$ cat src/rtl/ycc_fmt_pkg.sv
package ycc_fmt_pkg;
  typedef enum logic [1:0] {
    PH_CB = 2'd0,
    PH_Y0 = 2'd1,
    PH_CR = 2'd2,
    PH_Y1 = 2'd3
  } byte_phase_e;
endpackage

$ cat src/rtl/ycc_blank_ctl.sv
module ycc_blank_ctl #(
  parameter int EARLY_LAG = 2
) (
  input  logic clk2,
  input  logic rst_n,
  input  logic half_clk,
  input  logic wide_mode,
  input  logic blank_is_out,
  input  logic blank_aligned,
  input  logic blank_in,
  input  logic act_win,
  output logic blank_out,
  output logic gate,
  output logic cap_en
);
  localparam int HW = (EARLY_LAG < 2) ? 2 : EARLY_LAG;

  logic          blank_q;
  logic [HW-1:0] blank_hist;
  logic          upd_edge;

  // 16-bit mode moves generated controls only on high-phase edges
  assign upd_edge = !wide_mode || half_clk;

  always_ff @(posedge clk2) begin
    if (!rst_n) begin
      blank_q    <= 1'b1;
      blank_hist <= '1;
    end else begin
      if (upd_edge) blank_q <= !act_win;
      blank_hist <= {blank_hist[HW-2:0], blank_q};
    end
  end

  assign blank_out = blank_q;

  always_comb begin
    if (!blank_is_out)      gate = !blank_in;
    else if (blank_aligned) gate = !blank_q;
    else                    gate = !blank_hist[HW-1];
  end

  assign cap_en = gate && (!wide_mode || !half_clk);
endmodule

$ cat src/rtl/ycc_capture.sv
module ycc_capture
  import ycc_fmt_pkg::*;
#(
  parameter int DW         = 8,
  parameter int LUMA_FLOOR = 16
) (
  input  logic            clk2,
  input  logic            rst_n,
  input  logic            wide_mode,
  input  logic            gate,
  input  logic            cap_en,
  input  logic [2*DW-1:0] pix_bus,
  output logic [DW-1:0]   y_o,
  output logic [DW-1:0]   cb_o,
  output logic [DW-1:0]   cr_o,
  output logic            pix_vld,
  output byte_phase_e     phase,
  output logic            emit_first,
  output logic            emit_second
);
  localparam logic [DW-1:0] FLOOR_V = DW'(LUMA_FLOOR);

  function automatic logic [DW-1:0] floor_luma(input logic [DW-1:0] v);
    return (v < FLOOR_V) ? FLOOR_V : v;
  endfunction

  logic [DW-1:0] hi_b, lo_b;
  logic [DW-1:0] cb_hold, y0_hold, y1_hold;
  logic          pend2;

  assign hi_b = pix_bus[2*DW-1:DW];
  assign lo_b = pix_bus[DW-1:0];

  assign emit_first  = cap_en && (phase == PH_CR);
  assign emit_second = wide_mode ? pend2 : (cap_en && (phase == PH_Y1));

  always_ff @(posedge clk2) begin
    if (!rst_n) begin
      phase   <= PH_CB;
      cb_hold <= '0;
      y0_hold <= '0;
      y1_hold <= '0;
      pend2   <= 1'b0;
      y_o     <= '0;
      cb_o    <= '0;
      cr_o    <= '0;
      pix_vld <= 1'b0;
    end else begin
      pix_vld <= 1'b0;
      pend2   <= 1'b0;
      if (pend2) begin
        y_o     <= floor_luma(y1_hold);
        pix_vld <= 1'b1;
      end
      if (!gate) begin
        phase <= PH_CB;
      end else if (cap_en) begin
        if (wide_mode) begin
          if (phase == PH_CB) begin
            cb_hold <= lo_b;
            y0_hold <= hi_b;
            phase   <= PH_CR;
          end else begin
            cb_o    <= cb_hold;
            cr_o    <= lo_b;
            y_o     <= floor_luma(y0_hold);
            y1_hold <= hi_b;
            pix_vld <= 1'b1;
            pend2   <= 1'b1;
            phase   <= PH_CB;
          end
        end else begin
          unique case (phase)
            PH_CB: begin
              cb_hold <= hi_b;
              phase   <= PH_Y0;
            end
            PH_Y0: begin
              y0_hold <= hi_b;
              phase   <= PH_CR;
            end
            PH_CR: begin
              cb_o    <= cb_hold;
              cr_o    <= hi_b;
              y_o     <= floor_luma(y0_hold);
              pix_vld <= 1'b1;
              phase   <= PH_Y1;
            end
            PH_Y1: begin
              y_o     <= floor_luma(hi_b);
              pix_vld <= 1'b1;
              phase   <= PH_CB;
            end
          endcase
        end
      end
    end
  end
endmodule

$ cat src/rtl/ycc422_formatter.sv
module ycc422_formatter
  import ycc_fmt_pkg::*;
#(
  parameter int DW         = 8,
  parameter int LUMA_FLOOR = 16,
  parameter int EARLY_LAG  = 2
) (
  input  logic            clk2,
  input  logic            rst_n,
  input  logic            half_clk,
  input  logic            wide_mode,
  input  logic            blank_is_out,
  input  logic            blank_aligned,
  input  logic            blank_in,
  input  logic            act_win,
  input  logic [2*DW-1:0] pix_bus,
  output logic            blank_out,
  output logic [DW-1:0]   y_o,
  output logic [DW-1:0]   cb_o,
  output logic [DW-1:0]   cr_o,
  output logic            pix_vld
);
  // named internal events, observed by the bound checker
  logic        gate;
  logic        cap_en;
  byte_phase_e phase;
  logic        emit_first;
  logic        emit_second;

  ycc_blank_ctl #(.EARLY_LAG(EARLY_LAG)) u_blank (
    .clk2          (clk2),
    .rst_n         (rst_n),
    .half_clk      (half_clk),
    .wide_mode     (wide_mode),
    .blank_is_out  (blank_is_out),
    .blank_aligned (blank_aligned),
    .blank_in      (blank_in),
    .act_win       (act_win),
    .blank_out     (blank_out),
    .gate          (gate),
    .cap_en        (cap_en)
  );

  ycc_capture #(.DW(DW), .LUMA_FLOOR(LUMA_FLOOR)) u_cap (
    .clk2        (clk2),
    .rst_n       (rst_n),
    .wide_mode   (wide_mode),
    .gate        (gate),
    .cap_en      (cap_en),
    .pix_bus     (pix_bus),
    .y_o         (y_o),
    .cb_o        (cb_o),
    .cr_o        (cr_o),
    .pix_vld     (pix_vld),
    .phase       (phase),
    .emit_first  (emit_first),
    .emit_second (emit_second)
  );
endmodule

$ cat config.mk
export PLATFORM = sky130hd
export DESIGN_NAME = ycc422_formatter
export DESIGN_NICKNAME = d
export VERILOG_FILES = /design/src/rtl/ycc_fmt_pkg.sv /design/src/rtl/ycc_blank_ctl.sv /design/src/rtl/ycc_capture.sv /design/src/rtl/ycc422_formatter.sv
export SDC_FILE = /design/constraint.sdc
export NUM_CORES = 1
export LEC_CHECK = 0
export BUFFER_PORTS_ARGS = -buffer_cell sky130_fd_sc_hd__buf_4
export CAP_MARGIN = 30
export CORE_MARGIN = 8
export CORE_UTILIZATION = 55
export CTS_BUF_LIST = sky130_fd_sc_hd__clkbuf_8
export CTS_CLUSTER_SIZE = 40
export DETAILED_ROUTE_END_ITERATION = 16
export GPL_ROUTABILITY_DRIVEN = 0
export MAX_ROUTING_LAYER = met4
export PLACE_DENSITY_LB_ADDON = 0.15
export SYNTH_ARGS = -nofsm -noshare
export SYNTH_HDL_FRONTEND = slang
export SYNTH_SLANG_ARGS = --single-unit
$ cat constraint.sdc
create_clock -name clk2 -period 2.1 [get_ports clk2]
set_clock_uncertainty 0.15 [all_clocks]
set_input_delay 0.42 -clock clk2 [delete_from_list [all_inputs] [get_ports clk2]]
set_output_delay 0.42 -clock clk2 [all_outputs]
set_load 0.01 [all_outputs]
## Word-level counts from Yosys, hierarchy flattened

Index checks and enable logic that the tools add are counted.

- Order comparisons: 3
- Equal/unequal tests: 5
- Mux-type cells: 32
- Bitwise logic cells: 1
- Reductions and logical operators: 19

Operators with widths:

| kind | number |
|---|---|
| 8-bit two-way mux | 19 |
| 8-bit by 5-bit < comparator with 1-bit output (second input constant) | 3 |
| 8-bit case mux with 2 select lines | 1 |
| 4-bit AND reduction | 4 |
| 1-bit two-way mux | 9 |
| 2-bit case mux with 4 select lines | 1 |
| 1-bit logical NOT | 6 |
| 2-bit equality test (second input constant) | 2 |
| 2-bit two-way mux | 2 |
| 2-bit nonzero test | 2 |
| 3-bit AND reduction | 1 |
| 2-bit by 1-bit equality test with 1-bit output (second input constant) | 1 |
| 2-bit logical NOT | 1 |
| 1-bit logical OR | 2 |
| 2-bit by 1-bit != test with 1-bit output (second input constant) | 1 |
| 2-bit != test (second input constant) | 1 |
| 2-bit AND reduction | 1 |
| 2-bit OR reduction | 1 |
| 1-bit logical AND | 1 |
| 1-bit NOT | 1 |

- Flip-flop bits (word level): 55
- Input port bits: 24
- Output and inout bits: 26

## Depth between registers and ports, before layout

- Depth in word-level cells: 7
- Gate-level depth with buffers: 7
- Depth with buffers taken out: 6

## Modules after synthesis

A second synthesis with hierarchy kept.

- Cells, all modules: 253
- Area, all modules: 2508.7 um2

By module, submodules not included:

| module | times used | cells an instance | area each (um2) | sequential area each (um2) |
|---|---|---|---|---|
| ycc_capture | 1 | 241 | 2363.5 | 1041.0 |
| ycc_blank_ctl | 1 | 12 | 145.1 | 60.1 |

## Worst setup path before layout

Ideal clock, no wire load.

- Path kind: input port to flip-flop
- From: in blank_aligned
- To: reg u_cap.cr_o[2]
- Setup time: 0.123 ns
- Data arrival time: 1.599 ns
- Required time: 1.827 ns
- Path slack: 0.227 ns
- Stages on the path: 4
- Path buffers: 0
- Path through: mux2_4 -> a211o_4 -> nor2_8 -> mux2_1

- Word-level cells in the longest chain between the ends: 4

Ends and longest elaborated chain:

| item | RTL line | source |
|---|---|---|
| from (decl) | ycc422_formatter.sv:13 | `input logic blank_aligned,` |
| 1-bit two-way mux (*) | ycc_blank_ctl.sv:39 | `else if (blank_aligned) gate = !blank_q;` |
| 1-bit two-way mux (*) | ycc_blank_ctl.sv:38 | `if (!blank_is_out) gate = !blank_in;` |
| 1-bit logical AND | ycc_blank_ctl.sv:43 | `assign cap_en = gate && (!wide_mode \|\| !half_clk);` |
| 4-bit AND reduction (no source line) (*) | -- |  |
| to (signal assigned) | ycc_capture.sv:65 | `cr_o <= lo_b;` |
| to (signal assigned) | ycc_capture.sv:84 | `cr_o <= hi_b;` |
| to (decl) | ycc_capture.sv:15 | `output logic [DW-1:0] cr_o,` |

Mark *: on every way between the ends. The rest lies on a longest branch, timed or not.
A chain may end at the register's enable or synchronous reset.

## Worst setup path after layout

- From: reg u_cap.phase[0]
- To: reg u_cap.y1_hold[7]

- Word-level cells in the longest chain between the ends: 3

Ends and longest elaborated chain:

| item | RTL line | source |
|---|---|---|
| from (decl) | ycc_capture.sv:17 | `output byte_phase_e phase,` |
| from (signal assigned) | ycc_capture.sv:39 | `phase <= PH_CB;` |
| from (signal assigned) | ycc_capture.sv:56 | `phase <= PH_CB;` |
| from (signal assigned) | ycc_capture.sv:62 | `phase <= PH_CR;` |
| 2-bit logical NOT | ycc_capture.sv:59 | `if (phase == PH_CB) begin` |
| 1-bit NOT (no source line) | -- |  |
| 4-bit AND reduction (no source line) | -- |  |
| to (signal assigned) | ycc_capture.sv:67 | `y1_hold <= hi_b;` |
| to (decl) | ycc_capture.sv:28 | `logic [DW-1:0] cb_hold, y0_hold, y1_hold;` |

Every way passes these cells.

==> impl_metrics.tcl <==
set metrics [dict create \
    drive_above_1_share_pct 27.4 \
    ys_seq_area_share_pct 43.9 \
    dieArea_mm2 0.00698 \
    die_x_um 83.5 \
    rsz0062_at_grt "no" \
    nFillCells 362 \
    power_leakage_uw 0.00121 \
    num_antenna_cells 0 \
    wl_um 5550 \
    multi_input_area_mm2 0.00128 \
    syn_inst 263 \
    slew_viol_final 0 \
    portBuffers 49 \
    max-slew-margin-rel_pct 68.0 \
    setup_violations 0 \
    cts_tree "built" \
    final_antenna_net_count 0 \
    status "completed" \
    grt_pass1_wl_um 9560 \
    io_pins 50 \
    hold_viol_final 0 \
    crit_required_ps 2150 \
    ys.flop_type "dfxtp_1" \
    cts_max_path_buffers 2 \
    area_delta_synth_final_pct 21.6 \
    fin_nets 344 \
    clk_latency_ps 310 \
    syn_area_mm2 0.00251 \
    cts_hold_buf 0 \
    crit_path_start_kind "register" \
    grt_max_degree 29 \
    avgViaCountPerCell 5.37 \
    cts-root-buf "clkbuf_8" \
    track_usage_pct 16.6 \
    critPathKind "register to register" \
    clock_sinks 55 \
    drtPass1Iterations 4 \
    grt-ovfl-total 0 \
    clock.fmax_mhz 538 \
    drc 0 \
    htreeDepth 2 \
    antenna_found_initial 0 \
    hold_slack_ps 205 \
    powerDensity_mw_per_mm2 646 \
    seqCellArea_mm2 0.00110 \
    worstPathMaxFanout 17 \
    cp.arrival_ps 1900 \
    synth.avg_cell_area_um2 9.53 \
    drt_iter0_drc 118 \
    p_total_uw 1970 \
    num_vias 1980 \
    vdd_drop_max_uv 467 \
    ys_types 37 \
    synth-edff-count 0 \
    ys_warn_count 0 \
    num_rows 24 \
    dieHeight_um 83.5 \
    core-area_mm2 0.00438 \
    fin_crit_sh_pct 88.5 \
    post_cts_buffers 0 \
    cts-resized-gates 0 \
    hpwl_um 4290 \
    hold_path_class "primary input to register" \
    drv_cap 0 \
    syn_nets 291 \
    clk_pin_slew_ps 100 \
    worstSetupEndpointType "register" \
    tightestPinTransition_ps 476 \
    finalSetupTns_ps 0 \
    initial_core_util_pct 57.2 \
    async_flop_share_pct 0 \
    fin_crit_ps 1860 \
    grt_pass1_vias 2064 \
    cts_buffers 5 \
    wl_per_cell_um 15.0 \
    synth_seq_cells 55 \
    reg2reg_slack_ps 240 \
]
-- where the power goes --
| part | internal [uW] | switching [uW] |
|---|---|---|
| clock | 236 | 357 |
| combinational | 130 | 153 |
| sequential | 1080 | 17.9 |
| total | 1440 | 527 |
-- routing by layer --
layer / GRT usage [%] / wire, um / vias to the layer above
met5: - / 0 / -
met3: 4.39 / 236 / 6
li1: - / - / 1019
met1: 18.6 / 2500 / 912
met2: 28.4 / 2760 / 43
met4: 4.24 / 57 / 0
-- cells by family after synthesis --
family          count (synthesis)  share of synthesized area (%)
flops                          55                           43.9
simple gates                   91                           16.7
fa+ha+maj                       4                           2.00
mux                            37                           15.3
buf+inv                        22                           4.84
compound gates                 54                           17.3
-- critical path: stages (launching register included) --
cell	delay, ps
dfxtp_1	440
inv_1	100
ha_1	290
a2111o_1	520
nand3_1	170
o21ai_1	70
-- cell usage after synthesis (2+ instances only) --
cell      number  share of area (%)
a211oi_1       3               0.90
a221oi_1       2               0.70
o21ai_1       14                2.8
o21ai_0        2               0.40
ha_1           4                2.0
o22ai_2        8                4.0
inv_1          7                1.0
a22oi_1        7                2.1
dfxtp_1       55                 44
buf_6          3                1.3
nand3_1       14                2.8
nor2b_1        8                2.0
nand2b_1       3               0.75
a21oi_1        8                1.6
mux2i_1       29                 12
mux2_2         5                2.2
nor3_1         2               0.40
o21a_1         2               0.60
buf_2          4               0.80
clkbuf_1       7                1.0
mux2_1         2               0.90
and2_1         3               0.75
nand2_1       50                7.5
nor2_1         8                1.2
-- area by class of cell --
| class | count | area share, % |
|---|---|---|
| Multi-Input combinational cell | 186 | 42.1 |
| Timing Repair Buffer | 61 | 15.8 |
| Sequential cell | 55 | 36.1 |
| Clock inverter | 3 | 0.657 |
| Clock buffer | 5 | 2.26 |
| Inverter | 7 | 0.862 |
| Tap cell | 52 | 2.13 |
-- cells in the final DEF (no fill, tap or decap), types with 2 or more instances in the layout --
cell      Yosys  routed
dfxtp_1      55      55
a211oi_1      3       3
nand3_1      14      14
nand2_1      50      50
o22ai_2       8       8
o21a_1        2       2
inv_1         7       8
mux2_2        5       5
mux2_1        2       2
a21oi_1       8       8
o21ai_0       2       2
o21ai_1      14      14
nor2b_1       8       8
a22oi_1       7       7
nand2b_1      3       3
nor2_1        8       8
mux2i_1      29      29
clkbuf_8      0       5
buf_12        0       2
a221oi_1      2       2
buf_4         0      59
ha_1          4       4
and2_1        3       3
nor3_1        2       2
-- through the flow --
stage	setup WS, ps	utilization (%)	area [um^2]	instances
2_1_floorplan	227	-	2510	263
3_3_place_gp	101	67.5	2960	361
3_5_place_dp	86.5	67.5	2960	361
4_1_cts	251	69.5	3050	369
5_1_grt	90.6	69.5	3050	369
6_report	242	69.5	3050	369
-- flip-flops by register name, indices dropped and copies added, names as in the netlist --
| register | count |
|---|---|
| u_cap.cb_hold | 8 |
| u_cap.cb_o | 8 |
| u_cap.cr_o | 8 |
| u_cap.y0_hold | 8 |
| u_cap.y1_hold | 8 |
| u_cap.y_o | 8 |
| u_blank.blank_hist | 2 |
| u_cap.phase | 2 |
| u_blank.blank_out | 1 |
| u_cap.pend2 | 1 |
| u_cap.pix_vld | 1 |
-- path summary, 6_finish.rpt --
kind                                                    endpoint  cells after the start                        startpoint
worst max-delay path               u_cap.y1_hold[7]$_SDFFE_PN0P_                      5       u_cap.phase[0]$_SDFFE_PN0P_
worst min-delay path              u_blank.blank_out$_SDFFE_PN1P_                      4                           act_win
worst max register to register     u_cap.y1_hold[7]$_SDFFE_PN0P_                      5       u_cap.phase[0]$_SDFFE_PN0P_
worst min register to register  u_blank.blank_hist[1]$_SDFF_PN1_                      1  u_blank.blank_hist[0]$_SDFF_PN1_
(Power assumes the default switching activity.)
